==> config.mk <==
export PLATFORM = sky130hd
export DESIGN_NAME = match_timer
export DESIGN_NICKNAME = d
export VERILOG_FILES = /design/src/rtl/mt_pkg.sv /design/src/rtl/mt_prescaler.sv /design/src/rtl/mt_counter.sv /design/src/rtl/mt_match.sv /design/src/rtl/match_timer.sv
export SDC_FILE = /design/constraint.sdc
export NUM_CORES = 1
export LEC_CHECK = 0
export BUFFER_PORTS_ARGS = -buffer_cell sky130_fd_sc_hd__buf_4
export CAP_MARGIN = 30
export CELL_PAD_IN_SITES_DETAIL_PLACEMENT = 0
export CELL_PAD_IN_SITES_GLOBAL_PLACEMENT = 1
export CORE_MARGIN = 2
export CORE_UTILIZATION = 47
export CTS_CLUSTER_DIAMETER = 100
export DETAILED_ROUTE_END_ITERATION = 8
export GPL_TIMING_DRIVEN = 0
export HOLD_SLACK_MARGIN = 0.15
export PLACE_DENSITY_LB_ADDON = 0.1
export SLEW_MARGIN = 20
export SYNTH_ARGS = -nofsm -noshare
export SYNTH_HDL_FRONTEND = slang
export SYNTH_SLANG_ARGS = --single-unit
==> constraint.sdc <==
create_clock -name clk -period 4.9 [get_ports clk]
set_input_delay 0.245 -clock clk [delete_from_list [all_inputs] [get_ports clk]]
set_output_delay 0.245 -clock clk [all_outputs]
set_load 0.02 [all_outputs]
==> src/rtl/mt_pkg.sv <==
package mt_pkg;
  localparam int REG_W = 32;
  localparam logic [7:0] OFS_CTRL = 8'h00;
  localparam logic [7:0] OFS_MEN  = 8'h04;
  localparam logic [7:0] OFS_PSC  = 8'h08;
  localparam logic [7:0] OFS_CNT  = 8'h0C;
  localparam logic [7:0] OFS_MAT0 = 8'h10;
  localparam logic [7:0] OFS_STAT = 8'h14;
  localparam int CTRL_RUN = 0;
  localparam int CTRL_CLR = 1;
  localparam int CTRL_DBG = 2;
endpackage

==> src/rtl/mt_prescaler.sv <==
module mt_prescaler #(
  parameter int PSC_W = 16
) (
  input  logic             clk,
  input  logic             rst,
  input  logic             clear,
  input  logic             run,
  input  logic [PSC_W-1:0] terminal,
  output logic             wrap
);
  logic [PSC_W-1:0] pre_q;

  assign wrap = run && (pre_q >= terminal);

  always_ff @(posedge clk) begin
    if (rst || clear)  pre_q <= '0;
    else if (wrap)     pre_q <= '0;
    else if (run)      pre_q <= pre_q + 1'b1;
  end
endmodule

==> src/rtl/mt_counter.sv <==
module mt_counter #(
  parameter int CNT_W = 32
) (
  input  logic             clk,
  input  logic             rst,
  input  logic             clear,
  input  logic             step,
  output logic [CNT_W-1:0] count
);
  always_ff @(posedge clk) begin
    if (rst || clear) count <= '0;
    else if (step)    count <= count + 1'b1;
  end
endmodule

==> src/rtl/mt_match.sv <==
module mt_match #(
  parameter int CNT_W = 32
) (
  input  logic             clk,
  input  logic             rst,
  input  logic             enable,
  input  logic [CNT_W-1:0] count,
  input  logic [CNT_W-1:0] match_val,
  input  logic             w1c,
  output logic             flag,
  output logic             flag_next
);
  logic hit;
  assign hit       = enable && (count == match_val);
  assign flag_next = hit || (flag && !w1c);

  always_ff @(posedge clk) begin
    if (rst) flag <= 1'b0;
    else     flag <= flag_next;
  end
endmodule

==> src/rtl/match_timer.sv <==
module match_timer
  import mt_pkg::*;
#(
  parameter int ADDR_W = 8,
  parameter int CNT_W  = 32,
  parameter int PSC_W  = 16
) (
  input  logic              clk,
  input  logic              rst,
  input  logic              bus_sel,
  input  logic              bus_we,
  input  logic [ADDR_W-1:0] bus_addr,
  input  logic [REG_W-1:0]  bus_wdata,
  output logic [REG_W-1:0]  bus_rdata,
  input  logic              dbg_halt,
  output logic              irq
);
  localparam int CPAD = REG_W - CNT_W;
  localparam int PPAD = REG_W - PSC_W;

  logic             ctrl_run, ctrl_clr, ctrl_dbg;
  logic             men;
  logic [PSC_W-1:0] psc_term;
  logic [CNT_W-1:0] mat0;
  logic [CNT_W-1:0] count;
  logic             flag, flag_next, wrap;
  logic             wr, rd, freeze, run, pre_clear, w1c, men_next;
  logic [7:0]       ofs;
  logic [REG_W-1:0] rd_mux;

  assign ofs       = 8'(bus_addr);
  assign wr        = bus_sel && bus_we;
  assign rd        = bus_sel && !bus_we;
  assign freeze    = ctrl_dbg && dbg_halt;
  assign pre_clear = ctrl_clr || !ctrl_run;
  assign run       = ctrl_run && !ctrl_clr && !freeze;
  assign w1c       = wr && (ofs == OFS_STAT) && bus_wdata[0];
  assign men_next  = (wr && ofs == OFS_MEN) ? bus_wdata[0] : men;

  always_ff @(posedge clk) begin
    if (rst) begin
      ctrl_run <= 1'b0;
      ctrl_clr <= 1'b0;
      ctrl_dbg <= 1'b0;
      men      <= 1'b0;
      psc_term <= '0;
      mat0     <= '0;
    end else if (wr) begin
      case (ofs)
        OFS_CTRL: begin
          ctrl_run <= bus_wdata[CTRL_RUN];
          ctrl_clr <= bus_wdata[CTRL_CLR];
          ctrl_dbg <= bus_wdata[CTRL_DBG];
        end
        OFS_MEN:  men      <= bus_wdata[0];
        OFS_PSC:  psc_term <= bus_wdata[PSC_W-1:0];
        OFS_MAT0: mat0     <= bus_wdata[CNT_W-1:0];
        default: ;
      endcase
    end
  end

  mt_prescaler #(.PSC_W(PSC_W)) u_psc (
    .clk(clk), .rst(rst), .clear(pre_clear), .run(run),
    .terminal(psc_term), .wrap(wrap)
  );

  mt_counter #(.CNT_W(CNT_W)) u_cnt (
    .clk(clk), .rst(rst), .clear(ctrl_clr), .step(wrap), .count(count)
  );

  mt_match #(.CNT_W(CNT_W)) u_mat (
    .clk(clk), .rst(rst), .enable(men), .count(count), .match_val(mat0),
    .w1c(w1c), .flag(flag), .flag_next(flag_next)
  );

  always_comb begin
    rd_mux = '0;
    case (ofs)
      OFS_CTRL: rd_mux = {{(REG_W-3){1'b0}}, ctrl_dbg, ctrl_clr, ctrl_run};
      OFS_MEN:  rd_mux = {{(REG_W-1){1'b0}}, men};
      OFS_PSC:  rd_mux = {{PPAD{1'b0}}, psc_term};
      OFS_CNT:  rd_mux = {{CPAD{1'b0}}, count};
      OFS_MAT0: rd_mux = {{CPAD{1'b0}}, mat0};
      OFS_STAT: rd_mux = {{(REG_W-1){1'b0}}, flag};
      default:  rd_mux = '0;
    endcase
  end

  always_ff @(posedge clk) begin
    if (rst) begin
      bus_rdata <= '0;
      irq       <= 1'b0;
    end else begin
      bus_rdata <= rd ? rd_mux : '0;
      irq       <= flag_next && men_next;
    end
  end
endmodule

==> results by stage <==
Timing:
- The final number of hold-violating endpoints came to 0.
- The final worst-path cycle share is 0.620.
- Setup repair after global routing left no endpoint under its margin.
- Clock skew on the completed layout was measured at 0.00669 ns.
- The count of endpoints failing setup in the final report is 0.
- The minimum period implied by the final worst setup slack is 3.04 ns.
- Timing would allow up to 329 MHz.
- The setup TNS after final layout is 0 ns.
- The transition time at the pin with the least slew margin is 0.913 ns.
- Measured against its own limit, the worst slew margin works out to 0.391.
- The count of final max-slew check failures is 0.

Detailed routing:
- The final route contains 5748 vias.
- The first detailed-routing pass took 8 iterations.
- The count of nets left with antenna violations once routing finished came out at 0.
- In the routed design, unresolved DRC markers number 0.
- After detailed routing, the average wire length per cell comes to 17.3 microns.
- The final routed wirelength across all metal layers is 17.7 mm.
- Using the TritonRoute via totals, the vias-per-cell ratio works out to 5.61.
- In this run, the number of DRC markers left after iteration 0 of detailed routing was 564.

Synthesis:
- The most frequently used cell type in the post-synthesis netlist is dfxtp_1.
- The dominant register cell in the synthesized netlist is dfxtp_1.
- The post-synthesis instance area is 6180 sq um.
- Of the synthesized area, sequential elements account for 0.434.
- The synthesized design contains 0 enable-type register cells.
- The fraction of registers with async set or reset after synthesis is 0.
- The average cell area after synthesis is 8.68 sq um.
- Counting every net in the synthesized netlist gives 775.
- The cell type contributing the most total cell area after synthesis is dfxtp_1.
- Ranked by instance count, the synthesized netlist is headed by dfxtp_1, nand2_1, nor2_1.
- The synthesized design contains 134 register bits.
- Synthesis produced a netlist whose cell count is 712.
- Of the post-synthesis cell area, the dominant cell type holds 0.434.
- In this run, distinct cell masters in the synthesized netlist total 56.
- The total of warnings raised by yosys is 0.
- In the post-synthesis netlist, the biggest area contributors are dfxtp_1, nand2_1, a21oi_1.

CTS:
- The deepest clock path buffer count is 2.
- The root buffer cell is clkbuf_16.
- The clock reaches the later pin of the worst-skew pair after 0.41 ns.
- The post-cts resize count is 0.
- For this design, the sink count on the clock tree is 134.
- The CTS buffer count is 17.
- The clock slew seen by the registers of the worst setup and hold paths is 0.06 ns.
- The depth of the CTS H-tree is 4.
- The quantity of hold-fixing buffers added after cts is 32.
- After clock tree synthesis, the setup repair step added 0 buffers.
- TritonCTS built the clock tree.

Floorplanning:
- The area of the die is 14100 sq um.
- During I/O placement, the number of pins put on the boundary was 78.
- The starting utilization of the core area is 0.486.
- The floorplan step set the die width to 119 microns.
- The placeable core area is 12700 sq um.
- The standard-cell row count is 41.
- The die is 119 microns tall.

Power:
- The final total power is 0.00250 W.
- The internal power is 0.00201 W.
- Summed over all nets, the switching power comes to 0.000492 W.
- The worst ir drop on vdd is 0.000248 V.
- The clock share of power is 0.533.
- The switching fraction of total power is 0.196.
- In this run the power density over the cells is 316 nW/um^2.
- The portion of total power attributed to combinational logic is 0.032.
- The share of total power dissipated in sequential elements is 0.435.
- The analysis attributes to cell leakage a power of 2.72 nW.

Worst setup path:
- Traced cell by cell, the critical path runs through inv_1 > ha_1 > nand2b_1 > a2111oi_2 > o31ai_4 > o311ai_2 > buf_2 > nor4_1 > o21a_1.
- STA classifies the critical path endpoint as a flip-flop.
- By startpoint and endpoint, the worst setup path is classified as reg2reg.
- The maximum fanout encountered on the critical timing path is 10.
- The largest single stage delay on the critical path is 0.77 ns.
- The largest individual stage delay along the critical path comes from the cell o311ai_2.
- Data arrives at the worst endpoint at 3.34 ns.
- The worst setup path is launched from a flip-flop.
- The critical path's top delay family is compound AO/OA/AOI/OAI gates.
- The data required time of the worst path is 5.21 ns.
- Together, buffers and inverters on the worst path number 2.

Place:
- Detailed placement finished with a half-perimeter wire length of 13.1 mm.
- The count of buffers added on input and output ports is 77.
- At the end of routability-driven placement, the weighted congestion stood at 0.933.

Cells and area:
- The final net count is 903.
- The fraction of final layout cells sized beyond drive strength 1 is 0.158.
- The antenna diode count is 0.
- After filler insertion, the fill cell instance count of the layout stands at 1119.
- The area growth from synthesis to final layout is 28.2%.

Global routing:
- The total routing usage reported by global routing is 0.255.
- The initial antenna violation count was 0.
- Entering global routing, the biggest net connects 17 pins.
- The number of global-route vias before repair came to 5432.
- The total overflow reported by the global router is 0.
- The wire length of the first global-routing pass is 28.3 mm.

Flow run:
- The max-capacitance violation count is 0.

Min path:
- The class of the tightest hold or removal check is in2reg.

Run status:
- The run finished with clean final reports.
==> cells by family after synthesis <==
logic type	after synthesis	synth area share
AND/OR/NAND/NOR	280	0.216
AO/OA/AOI/OAI	145	0.160
flip-flops	134	0.434
buffers and inverters	65	0.0482
XOR/XNOR	48	0.0680
multiplexers	22	0.0376
adder cells (fa/ha/maj)	18	0.0364
==> worst paths after layout <==
| check | from | endpoint | slack (ns) | depth (start not counted) |
|---|---|---|---|---|
| worst max register to register | u_psc.pre_q[0] | u_cnt.count[22] | 1.86 | 9 |
| worst min register to register | mat0[13] | mat0[13] | 0.49 | 2 |
| worst min-delay path | bus_addr[2] | bus_rdata[1] | 0.20 | 4 |
| worst max-delay path | u_psc.pre_q[0] | u_cnt.count[22] | 1.86 | 9 |
==> layout make-up <==
class | count | area [sq um] | area share
plain buffers | 43 | 215 | 0.0272
clock buffers | 24 | 512 | 0.0646
clock inverters | 8 | 118 | 0.0148
inverters | 22 | 82.6 | 0.0104
multi-input cells | 513 | 3200 | 0.404
flip-flops and latches | 134 | 2680 | 0.338
well taps | 172 | 215 | 0.0272
repair buffers | 109 | 898 | 0.113
==> per-stage QoR <==
step	hold WS [ns]	worst slack, ns	util	cell area [sq um]	std cells
after floorplan	0.381	2.55	-	6180	712
after global placement	0.472	1.93	0.548	6980	961
after detailed placement	0.478	1.89	0.548	6980	961
after CTS	0.173	1.87	0.623	7930	1025
after global routing	0.214	1.68	0.623	7930	1025
final	0.195	1.86	0.623	7930	1025
==> placed cells by master (no fill, tap or decap), drive strengths merged, types with 11 or more instances in the layout <==
| cell type | instances |
|---|---|
| nor2 | 80 |
| o31ai | 12 |
| nand2 | 94 |
| xnor2 | 34 |
| nand4 | 18 |
| dlygate4sd3 | 32 |
| inv | 22 |
| or3 | 16 |
| mux2i | 21 |
| xor2 | 14 |
| nand3 | 21 |
| and3 | 12 |
| clkbuf | 51 |
| a222oi | 15 |
| a21oi | 62 |
| or4 | 11 |
| dfxtp | 134 |
| a22oi | 16 |
| buf | 92 |
| ha | 18 |
| o21ai | 16 |
==> tightest hold or removal path, stage by stage <==
cell	delay, ns
buf_4	0.12
nor2_2	0.06
nand3_1	0.07
a21oi_1	0.07
==> state kept, by name (all words and copies together), names as in the netlist <==
signal	flops
ctrl_dbg	1
irq	1
u_psc.pre_q	16
psc_term	16
mat0	32
u_cnt.count	32
ctrl_clr	1
bus_rdata	32
ctrl_run	1
men	1
u_mat.flag	1
==> power groups by stage <==
stage	sequential (W)	combinational, W	clock (W)
4_1_cts	0.00109	0.0000796	0.00135
6_report	0.00109	0.0000801	0.00133
5_1_grt	0.00109	0.0000857	0.00139
3_5_place_dp	0.00111	0.0000590	0
3_3_place_gp	0.00111	0.0000581	0
2_1_floorplan	0.00111	0.0000165	0
==> metal layers <==
metal	track usage	wire length, microns
met1	0.363	8160
met2	0.383	7900
met3	0.0487	1260
met4	0.0945	384
met5	0	0
(Power assumes the default switching activity.)
